[src/rtl/dispatch_pkg.sv]
// Package: shared lane type for the transaction dispatcher.
// Assumes exactly two lanes; the lane number is one bit.
package dispatch_pkg;

    typedef enum logic {
        LANE_A = 1'b0,
        LANE_B = 1'b1
    } lane_e;

    // Returns the lane that is not the given one.
    function automatic lane_e flip_lane(input lane_e l);
        return (l == LANE_A) ? LANE_B : LANE_A;
    endfunction

endpackage

[src/rtl/lane_select.sv]
// Module: lane_select
// Holds the current lane and picks the target lane of each incoming beat.
// A start beat goes to the opposite lane, except the first one after reset,
// which goes to lane A. Any other beat stays on the current lane. The stream
// is ready when the target lane is not full.
// Assumes: synchronous active-low reset; full flags are valid every cycle.
module lane_select
    import dispatch_pkg::*;
(
    input  logic       clk,
    input  logic       rst_n,
    input  logic       beat_valid,
    input  logic       beat_sot,
    input  logic [1:0] full_vec,
    output lane_e      tgt_lane,
    output logic       beat_ready,
    output logic       beat_accept
);

    lane_e cur_q;
    logic  fresh_q;

    // Target lane for the present beat.
    always_comb begin
        if (beat_sot) begin
            tgt_lane = fresh_q ? LANE_A : flip_lane(cur_q);
        end else begin
            tgt_lane = cur_q;
        end
    end

    // Ready and accept for the present beat.
    always_comb begin
        beat_ready  = ~full_vec[tgt_lane];
        beat_accept = beat_valid & beat_ready;
    end

    // Commit the lane when a start beat is accepted.
    always_ff @(posedge clk) begin
        if (!rst_n) begin
            cur_q   <= LANE_A;
            fresh_q <= 1'b1;
        end else if (beat_accept && beat_sot) begin
            cur_q   <= tgt_lane;
            fresh_q <= 1'b0;
        end
    end

endmodule

[src/rtl/lane_port.sv]
// Module: lane_port
// Write side of one lane. It raises the write enable when an accepted beat
// targets this lane and passes the stream word to the FIFO.
// Assumes: accept is already qualified with valid and ready.
module lane_port
    import dispatch_pkg::*;
#(
    parameter int    DATA_W  = 64,
    parameter lane_e LANE_ID = LANE_A
) (
    input  lane_e              tgt_lane,
    input  logic               beat_accept,
    input  logic [DATA_W-1:0]  beat_data,
    output logic               fifo_wr,
    output logic [DATA_W-1:0]  fifo_data
);

    // Write enable and data for this lane.
    always_comb begin
        fifo_wr   = beat_accept && (tgt_lane == LANE_ID);
        fifo_data = beat_data;
    end

endmodule

[src/rtl/txn_lane_dispatch.sv]
// Module: txn_lane_dispatch (top)
// Steers whole variable-length commands from one stream into two FIFOs.
// The lanes take strict turns at each start beat. The stream stalls when the
// chosen lane is full. Zero-latency data path; only the lane state is
// registered.
// Assumes: synchronous active-low reset; FIFO full flags are combinational
// inputs that are valid in the same cycle.
module txn_lane_dispatch
    import dispatch_pkg::*;
#(
    parameter int DATA_W = 64
) (
    input  logic              clk,
    input  logic              rst_n,
    input  logic [DATA_W-1:0] in_data,
    input  logic              in_sot,
    input  logic              in_valid,
    output logic              in_ready,
    input  logic              lane0_full,
    input  logic              lane1_full,
    output logic              lane0_wr,
    output logic [DATA_W-1:0] lane0_data,
    output logic              lane1_wr,
    output logic [DATA_W-1:0] lane1_data
);

    localparam int LANES = 2;

    lane_e             tgt_lane;
    logic              accept;
    logic [LANES-1:0]  full_vec;
    logic [LANES-1:0]  wr_vec;
    logic [DATA_W-1:0] data_arr [LANES];

    // Gather the full flags into one vector.
    always_comb full_vec = {lane1_full, lane0_full};

    lane_select u_sel (
        .clk         (clk),
        .rst_n       (rst_n),
        .beat_valid  (in_valid),
        .beat_sot    (in_sot),
        .full_vec    (full_vec),
        .tgt_lane    (tgt_lane),
        .beat_ready  (in_ready),
        .beat_accept (accept)
    );

    for (genvar i = 0; i < LANES; i++) begin : g_lane
        lane_port #(
            .DATA_W  (DATA_W),
            .LANE_ID ((i == 0) ? LANE_A : LANE_B)
        ) u_port (
            .tgt_lane    (tgt_lane),
            .beat_accept (accept),
            .beat_data   (in_data),
            .fifo_wr     (wr_vec[i]),
            .fifo_data   (data_arr[i])
        );
    end

    // Drive the per-lane output ports.
    always_comb begin
        lane0_wr   = wr_vec[0];
        lane1_wr   = wr_vec[1];
        lane0_data = data_arr[0];
        lane1_data = data_arr[1];
    end

endmodule

[config.mk]
export PLATFORM = sky130hd
export DESIGN_NAME = txn_lane_dispatch
export DESIGN_NICKNAME = d
export VERILOG_FILES = /design/src/rtl/dispatch_pkg.sv /design/src/rtl/lane_select.sv /design/src/rtl/lane_port.sv /design/src/rtl/txn_lane_dispatch.sv
export SDC_FILE = /design/constraint.sdc
export NUM_CORES = 1
export LEC_CHECK = 0
export BUFFER_PORTS_ARGS = -buffer_cell sky130_fd_sc_hd__buf_2
export CELL_PAD_IN_SITES_DETAIL_PLACEMENT = 0
export CELL_PAD_IN_SITES_GLOBAL_PLACEMENT = 1
export CORE_ASPECT_RATIO = 0.6
export CORE_MARGIN = 3
export CORE_UTILIZATION = 16
export CTS_CLUSTER_DIAMETER = 50
export DETAILED_ROUTE_END_ITERATION = 8
export GPL_ROUTABILITY_DRIVEN = 0
export PLACE_DENSITY_LB_ADDON = 0.08
export SETUP_SLACK_MARGIN = 0.1
export SYNTH_ARGS = -nofsm -noshare
export SYNTH_HDL_FRONTEND = slang
export SYNTH_SLANG_ARGS = --single-unit
[constraint.sdc]
create_clock -name clk -period 1.39 [get_ports clk]
set_input_delay 0.0695 -clock clk [delete_from_list [all_inputs] [get_ports clk]]
set_output_delay 0.0695 -clock clk [all_outputs]
set_load 0.01 [all_outputs]
# After elaboration in Yosys (flattened, before gate mapping)
# Cells that the tools add are included.
# W data, S select, Z words.
# op_classes
n_lt_le_gt_ge	1
muxes	5
bitwise_logic	3
reduce_logical	3
# ops
op	n
$mux W1	5
$logic_and A1 B1 Y1	3
$lt A1 B2 Y1 const B	1
$not A1 Y1	2
$and A1 B1 Y1	1
# word_totals
ff_bits	2
inputBits	70
out_inout_bits	131
wordCells	14

# Depth between registers and ports, before layout
# Gate-level depths: netlist of run 1.
# depth
depth_word	8
mapped_depth	3
depth_no_buf	3

# Hierarchy
# A second synthesis of run 1 with hierarchy kept.
# hier_totals
hier_cells	147
hier_area_um2	1134.8
# modules_own_cells
module	n_inst	cells_per_inst	area_per_inst_um2	seq_area_each_um2
lane_port (g_lane[0].u_port)	1	65	494.2	0.0
lane_port (g_lane[1].u_port)	1	65	486.7	0.0
lane_select	1	17	153.9	40.0

# Worst setup path before layout of run 1
# No wires, ideal clock.
# synth_path
path_kind	register -> output
start	reg u_sel.cur_q
end	out in_ready
t_arrival_ns	0.871
t_required_ns	1.321
path_slack_ns	0.450
stages_incl_launch_ff	4
path_buffers	0
path_cell_list	dfxtp_1 -> nor3b_2 -> a21oi_2 -> mux2i_1
# synth_via
elab_chain_len	6
# synth_lines
item	line_no	text
start: declaration	lane_select.sv:20	lane_e cur_q;
start signal: assignment	lane_select.sv:44	cur_q <= tgt_lane;
$mux W1	dispatch_pkg.sv:12	return (l == LANE_A) ? LANE_B : LANE_A;
$mux W1	lane_select.sv:26	tgt_lane = fresh_q ? LANE_A : flip_lane(cur_q);
$mux W1 (*)	lane_select.sv:25	if (beat_sot) begin
$mux W1 (not written as such) (*) (2 in a row)	lane_select.sv:34	beat_ready = ~full_vec[tgt_lane];
$not A1 Y1 (*)	lane_select.sv:34	
end: declaration	txn_lane_dispatch.sv:18	output logic in_ready,
# Every way passes the cells marked *; elsewhere a longest branch is shown, timed or not. The select of a mux whose other input is x is not followed.

# Worst setup path after layout of run 1
# layout_path
start	reg u_sel.cur_q
end	out lane1_wr
# layout_via
elab_chain_len	8
# layout_lines
item	line_no	text
$mux W1	dispatch_pkg.sv:12	
$mux W1	lane_select.sv:26	
$mux W1 (*)	lane_select.sv:25	
$mux W1 (not written as such) (2 in a row)	lane_select.sv:34	
$not A1 Y1	lane_select.sv:34	
$and A1 B1 Y1	lane_select.sv:35	beat_accept = beat_valid & beat_ready;
$logic_and A1 B1 Y1 (*)	lane_port.sv:20	fifo_wr = beat_accept && (tgt_lane == LANE_ID);
end: declaration	txn_lane_dispatch.sv:23	output logic lane1_wr,
# Marks and branches as above.

==> qor.txt, run 1 <==
Worst Min Path Start: rst_n
Post-synthesis xor/xnor area fraction: 0%
Main combinational cell family by area after synthesis: buffers and inverters
Commonest non-fill, non-tap cell in the layout: buf_2
Worst setup SP type: flip-flop
Met2 wire len: 697 um
# hold bufs at CTS: 0
Post-synth top area share: 88.2%
Kind of critical path: reg -> out
Max Cap Violations: 0
Simple-gate share of the synthesized area: 6.08%
Diode count: 0
Clk root buf: clkbuf_16
Cts bufs inserted: 3
Critical R2R Launch: u_sel.cur_q
Die Height: 69.9 um
HP Class: in -> reg
Mean Syn Cell Area: 7.67 um^2
GRT Total Usage: 4.11%
Crit path capture type: primary output
Post-synthesis mux area share: 0.918%
Relative slew margins: 87.4%
Final nets: 97
Worst path slowest cell: dfxtp_4
Worst path max stage delay: 350 ps
Post-CTS setup buffer count: 0
Layout cell share with drive strength beyond 1: 64.0%
Final period util: 88.8%
H-tree Lvls: 1
Setup crit start: u_sel.cur_q
Area delta synth->final: -66.9%
Crit path max fanout: 3
RSZ-0062 raised after global routing: true
CTS tree: done
Slew Limit Fails: 0
Post-Route M1 WL: 257 um
Yosys top cell by area: buf_4
Largest cells by area after synthesis: buf_4 (88%), dfxtp_1 (3.7%), nor3b_2 (2.3%)
Met3 routed WL: 568 um
Syn. warnings: 0
Starting Density: 17.1%
Finished Core Util: 5.67%
Antenna violations before repair: 0
Violation count after the first detailed-route iteration: 8
CP cell instances: nor3b_4, a21oi_2, nor3b_2, buf_2
WP data required: 1320 ps
Skew-Pair Late Insertion Delay: 220 ps
Final hold vios: 0
Worst-Margin Slew: 189 ps
Worst reg2reg setup slack: 580 ps
CTS Sinks: 2
Count of final setup violators: 0
Vias post-DR: 267
CP arrival: 1160 ps
Seq cells post-synth: 2
Max rail drop VDD: 220 uV
Chip width: 113 um
Gates resized, CTS repair: 0
Core ar.: 6360 um^2
Setup Skew: 0.139 ps
Top routing layer used: met4
Post-synthesis cell count: 142
Hold depth: 2
R2r worst-path depth: 3
Drt drc: 0
Vias in the first global route: 331
Hold Path Sink: u_sel.fresh_q
Final setup TNS: 0 ps
Via-per-instance ratio: 2.45
Register area share after synthesis: 3.67%
First-pass GRT wire length: 2330 um
Post-route ant nets: 0
Cell variety after synth: 11
Most frequent cells in the layout: buf_2 (8), nand2_1 (3), clkbuf_16 (3)
FMAX: 810 MHz
DIE AREA: 7870 um^2
Worst-path clk slew: 30 ps
Syn Nets: 212
Longest Clk Path Bufs: 2
Synth Area in Adders: 0%
Post-layout min period: 1230 ps
Routed wire per std cell: 16.3 um
Largest net degree at the start of global routing: 5
PortBufs: 8
Floorplan row count: 22
Pleak: 0.134 nW
Final wirelength: 1780 um
FF-to-FF End: u_sel.cur_q
Filler instances: 749
Synthesized area: 1090 um^2
DRT Pass-1 Iters: 2
Status: completed
Power density over cell area: 1440 nW/um^2
Io pins: 201
Synth Area in Compound Gates: 0.804%
Total gr overflow: 0
==> state kept, by name (all words and copies together), names as in the netlist <==
name           cells
u_sel.cur_q        1
u_sel.fresh_q      1
==> through the flow <==
stage	power [mW]	worst slack, ps	cells	cell area, um^2	hold slack (ps)
floorplan	0.455	450	142	1090	131
global placement	0.0960	333	106	274	139
detailed placement	0.0931	354	106	274	139
CTS	0.526	106	109	349	53.2
global route	0.535	66.5	109	360	70.3
finish	0.519	156	109	360	45.6
==> worst max path at each step <==
stage                to  cells past startpoint  slack (ps)
2_1_floorplan  in_ready                      3         450
3_3_place_gp   lane1_wr                      4         330
3_5_place_dp   in_ready                      4         350
4_1_cts        in_ready                      4         110
5_1_grt        lane1_wr                      4          70
6_report       lane1_wr                      4         160
==> kinds of logic after synthesis <==
family                 count (synthesis)
buffers and inverters                129
AND/OR/NAND/NOR                        9
flip-flops                             2
AO/OA/AOI/OAI                          1
multiplexers                           1
==> routing by layer <==
| metal | GRT usage, % | up-vias |
|---|---|---|
| li1 | - | 73 |
| met3 | 6.06 | 53 |
| met4 | 7.73 | 0 |
| met2 | 4.66 | 59 |
| met1 | 1.44 | 82 |
| met5 | 0 | - |
==> power by group <==
part	total, mW	switching, mW	internal [mW]	leakage (nW)
combinational	0.0319	0.0158	0.0161	0.0801
sequential	0.0607	0.00210	0.0586	0.0167
clock	0.426	0.0606	0.366	0.0370
==> cells in the mapped netlist <==
library cell,n
buf_4,128
nand2_1,3
dfxtp_1,2
nor3b_2,2
a21oi_2,1
and3b_1,1
inv_1,1
mux2i_1,1
nand3_1,1
nand3b_1,1
nand4b_1,1
==> cell type report <==
type                       instances  area (um^2)  area share (%)
sequential                         2         45.0            12.5
inverter                           1         3.75            1.04
tap                               84          105            29.2
multi-input combinational         11         91.3            25.3
timing repair buffer               8         40.0            11.1
clock buffer                       3         75.1            20.8
==> worst max-delay path, delay by kind of cell (launching register included) <==
kind	cells	cell delay [ps]
AND/OR/NAND/NOR	2	370
buffers and inverters	1	150
AO/OA/AOI/OAI	1	80
flip-flops	1	350
(Power assumes the default switching activity.)
==> inputs of run 2 (changes only) <==
- BUFFER_PORTS_ARGS: -buffer_cell sky130_fd_sc_hd__buf_2 -> -buffer_cell sky130_fd_sc_hd__buf_4
- PLACE_DENSITY: not set -> 0.86
- PLACE_DENSITY_LB_ADDON: 0.08 -> not set
==> run 2 against run 1 <==
  * Cell count unchanged
  * Global-route usage down 0.67 points
  * Sequential cell count unchanged
  * Combinational power up 12%
  * Clock-buffer cell count unchanged
  * Core utilization up 0.16 points
  * Sequential power up 1%
  * Critical path depth unchanged
  * Largest cell class unchanged
  * Highest routed layer is now met5
==> qor.txt, run 2 (synthesis gave the netlist of run 1 again) <==
Status: completed
Via-per-instance ratio: 2.55 (+4.1%)
Io pins: 201 (unchanged)
Worst reg2reg setup slack: 590 ps (about the same)
Crit path capture type: primary output
Max Cap Violations: 0 (unchanged)
Final wirelength: 1460 um (-18%)
Floorplan row count: 22 (unchanged)
Commonest non-fill, non-tap cell in the layout: buf_4
PortBufs: 8 (unchanged)
Power density over cell area: 1420 nW/um^2 (-1.5%)
WP data required: 1320 ps (about the same)
Worst Min Path Start: rst_n
FF-to-FF End: u_sel.cur_q
Most frequent cells in the layout: buf_4 (8), nand2_1 (3), clkbuf_16 (3), nor3b_2 (2)
Setup Skew: 1.24 ps (+1.10 ps)
Pleak: 0.139 nW (+3.6%)
Hold Path Sink: u_sel.fresh_q
Kind of critical path: reg -> out
Hold depth: 2 (unchanged)
Final hold vios: 0 (unchanged)
Slew Limit Fails: 0 (unchanged)
RSZ-0062 raised after global routing: false
Largest net degree at the start of global routing: 5 (unchanged)
DRT Pass-1 Iters: 2 (unchanged)
R2r worst-path depth: 3 (unchanged)
Final Cell Area: 370 um^2 (+2.8%)
Finished Core Util: 5.82% (+0.16 points)
Final period util: 88.3% (-0.56 points)
Vias in the first global route: 329 (-0.60%)
Relative slew margins: 87.2% (-0.23 points)
Chip width: 113 um (unchanged)
Post-route ant nets: 0 (unchanged)
Placed standard-cell area: 294 um^2 (+7.3%)
Filler instances: 737 (-1.6%)
Gates resized, CTS repair: 0 (unchanged)
Hold WS: 39.5 ps (-6.09 ps)
First-pass GRT wire length: 1950 um (-17%)
Dpl ws: 358 ps (+3.68 ps)
Die Height: 69.9 um (unchanged)
CTS Sinks: 2 (unchanged)
Post-CTS setup buffer count: 0 (unchanged)
Drt drc: 0 (unchanged)
DPL Wire Length: 1120 um
Final setup TNS: 0 ps (unchanged)
Total gr overflow: 0 (unchanged)
# hold bufs at CTS: 0 (unchanged)
Worst-path clk slew: 30 ps (about the same)
Starting Density: 17.1% (unchanged)
Clk root buf: clkbuf_16
Skew-Pair Late Insertion Delay: 220 ps (about the same)
Worst-Margin Slew: 191 ps (+2.65 ps)
Max rail drop VDD: 275 uV (+25%)
Layout cell share with drive strength beyond 1: 60.0% (-4.0 points)
GRT Total Usage: 3.44% (-0.67 points)
CTS tree: done
Worst path slowest cell: dfxtp_1
FMAX: 815 MHz (+0.63%)
H-tree Lvls: 1 (unchanged)
Diode count: 0 (unchanged)
Post-layout min period: 1230 ps (-7.77 ps)
Longest Clk Path Bufs: 2 (unchanged)
HP Class: in -> reg
Cts bufs inserted: 3 (unchanged)
Slack of the critical path: 163 ps (+7.77 ps)
Largest regs: u_sel.cur_q (1), u_sel.fresh_q (1)
Count of final setup violators: 0 (unchanged)
Routed wire per std cell: 13.4 um (-18%)
DIE AREA: 7870 um^2 (unchanged)
Violation count after the first detailed-route iteration: 2 (-6)
CP cell instances: nor3b_2, a21oi_2, mux2i_1, buf_4
CP arrival: 1160 ps (about the same)
Worst path max stage delay: 340 ps (about the same)
Final nets: 97 (unchanged)
Worst setup SP type: flip-flop
Critical R2R Launch: u_sel.fresh_q
Antenna violations before repair: 0 (unchanged)
Vias post-DR: 278 (+4.1%)
Area delta synth->final: -66.0%
Core ar.: 6360 um^2 (unchanged)
Crit path max fanout: 3 (unchanged)
[run 2: cell count changes in the layout (fill, tap and decap cells not counted)]
cell,before,now
dfxtp_4,1,0
buf_4,0,8
nor3b_2,1,2
dfxtp_1,0,1
buf_2,8,0
nor3b_4,1,0
[run 2: cell type report]
| type | instances | area [um^2] | area share (%) |
|---|---|---|---|
| Clock buffer | 3 | 75.1 | 20.3 |
| Inverter | 1 | 3.75 | 1.01 |
| Multi-Input combinational cell | 11 | 85.1 | 23.0 |
| Sequential cell | 2 | 41.3 | 11.1 |
| Tap cell | 84 | 105 | 28.4 |
| Timing Repair Buffer | 8 | 60.1 | 16.2 |
[run 2: power by group]
| part | switching [mW] | internal (mW) |
|---|---|---|
| clock network | 0.0621 | 0.366 |
| logic | 0.0147 | 0.0210 |
| registers | 0.00146 | 0.0599 |
[run 2: worst max path at each step]
stage / end / start / cells after the start
floorplan: in_ready / u_sel.cur_q / 3
global placement: in_ready / u_sel.cur_q / 4
detailed placement: in_ready / u_sel.cur_q / 4
CTS: in_ready / u_sel.cur_q / 4
global route: lane1_wr / u_sel.fresh_q / 4
finish: in_ready / u_sel.fresh_q / 4
[run 2: through the flow]
stage                     power (mW)  instances
final                          0.525        109
after global routing           0.546        109
after CTS                      0.531        109
after detailed placement      0.0980        106
after global placement        0.0977        106
after floorplan                0.455        142
[run 2: worst max-delay path, delay by kind of cell (launching register included)]
kind,cells,cell delay [ps]
buffers and inverters,1,140
flip-flops,1,340
AND/OR/NAND/NOR,1,60
AO/OA/AOI/OAI,1,180
multiplexers,1,220
[run 2: metal layers]
metal / GRT usage [%] / vias to the layer above / part of all wire [%]
li1: - / 72 / -
met4: 2.13 / 2 / 2.6
met1: 1.39 / 96 / 19
met2: 1.64 / 97 / 29
met3: 10.1 / 11 / 47
met5: 3.33 / - / 2.5
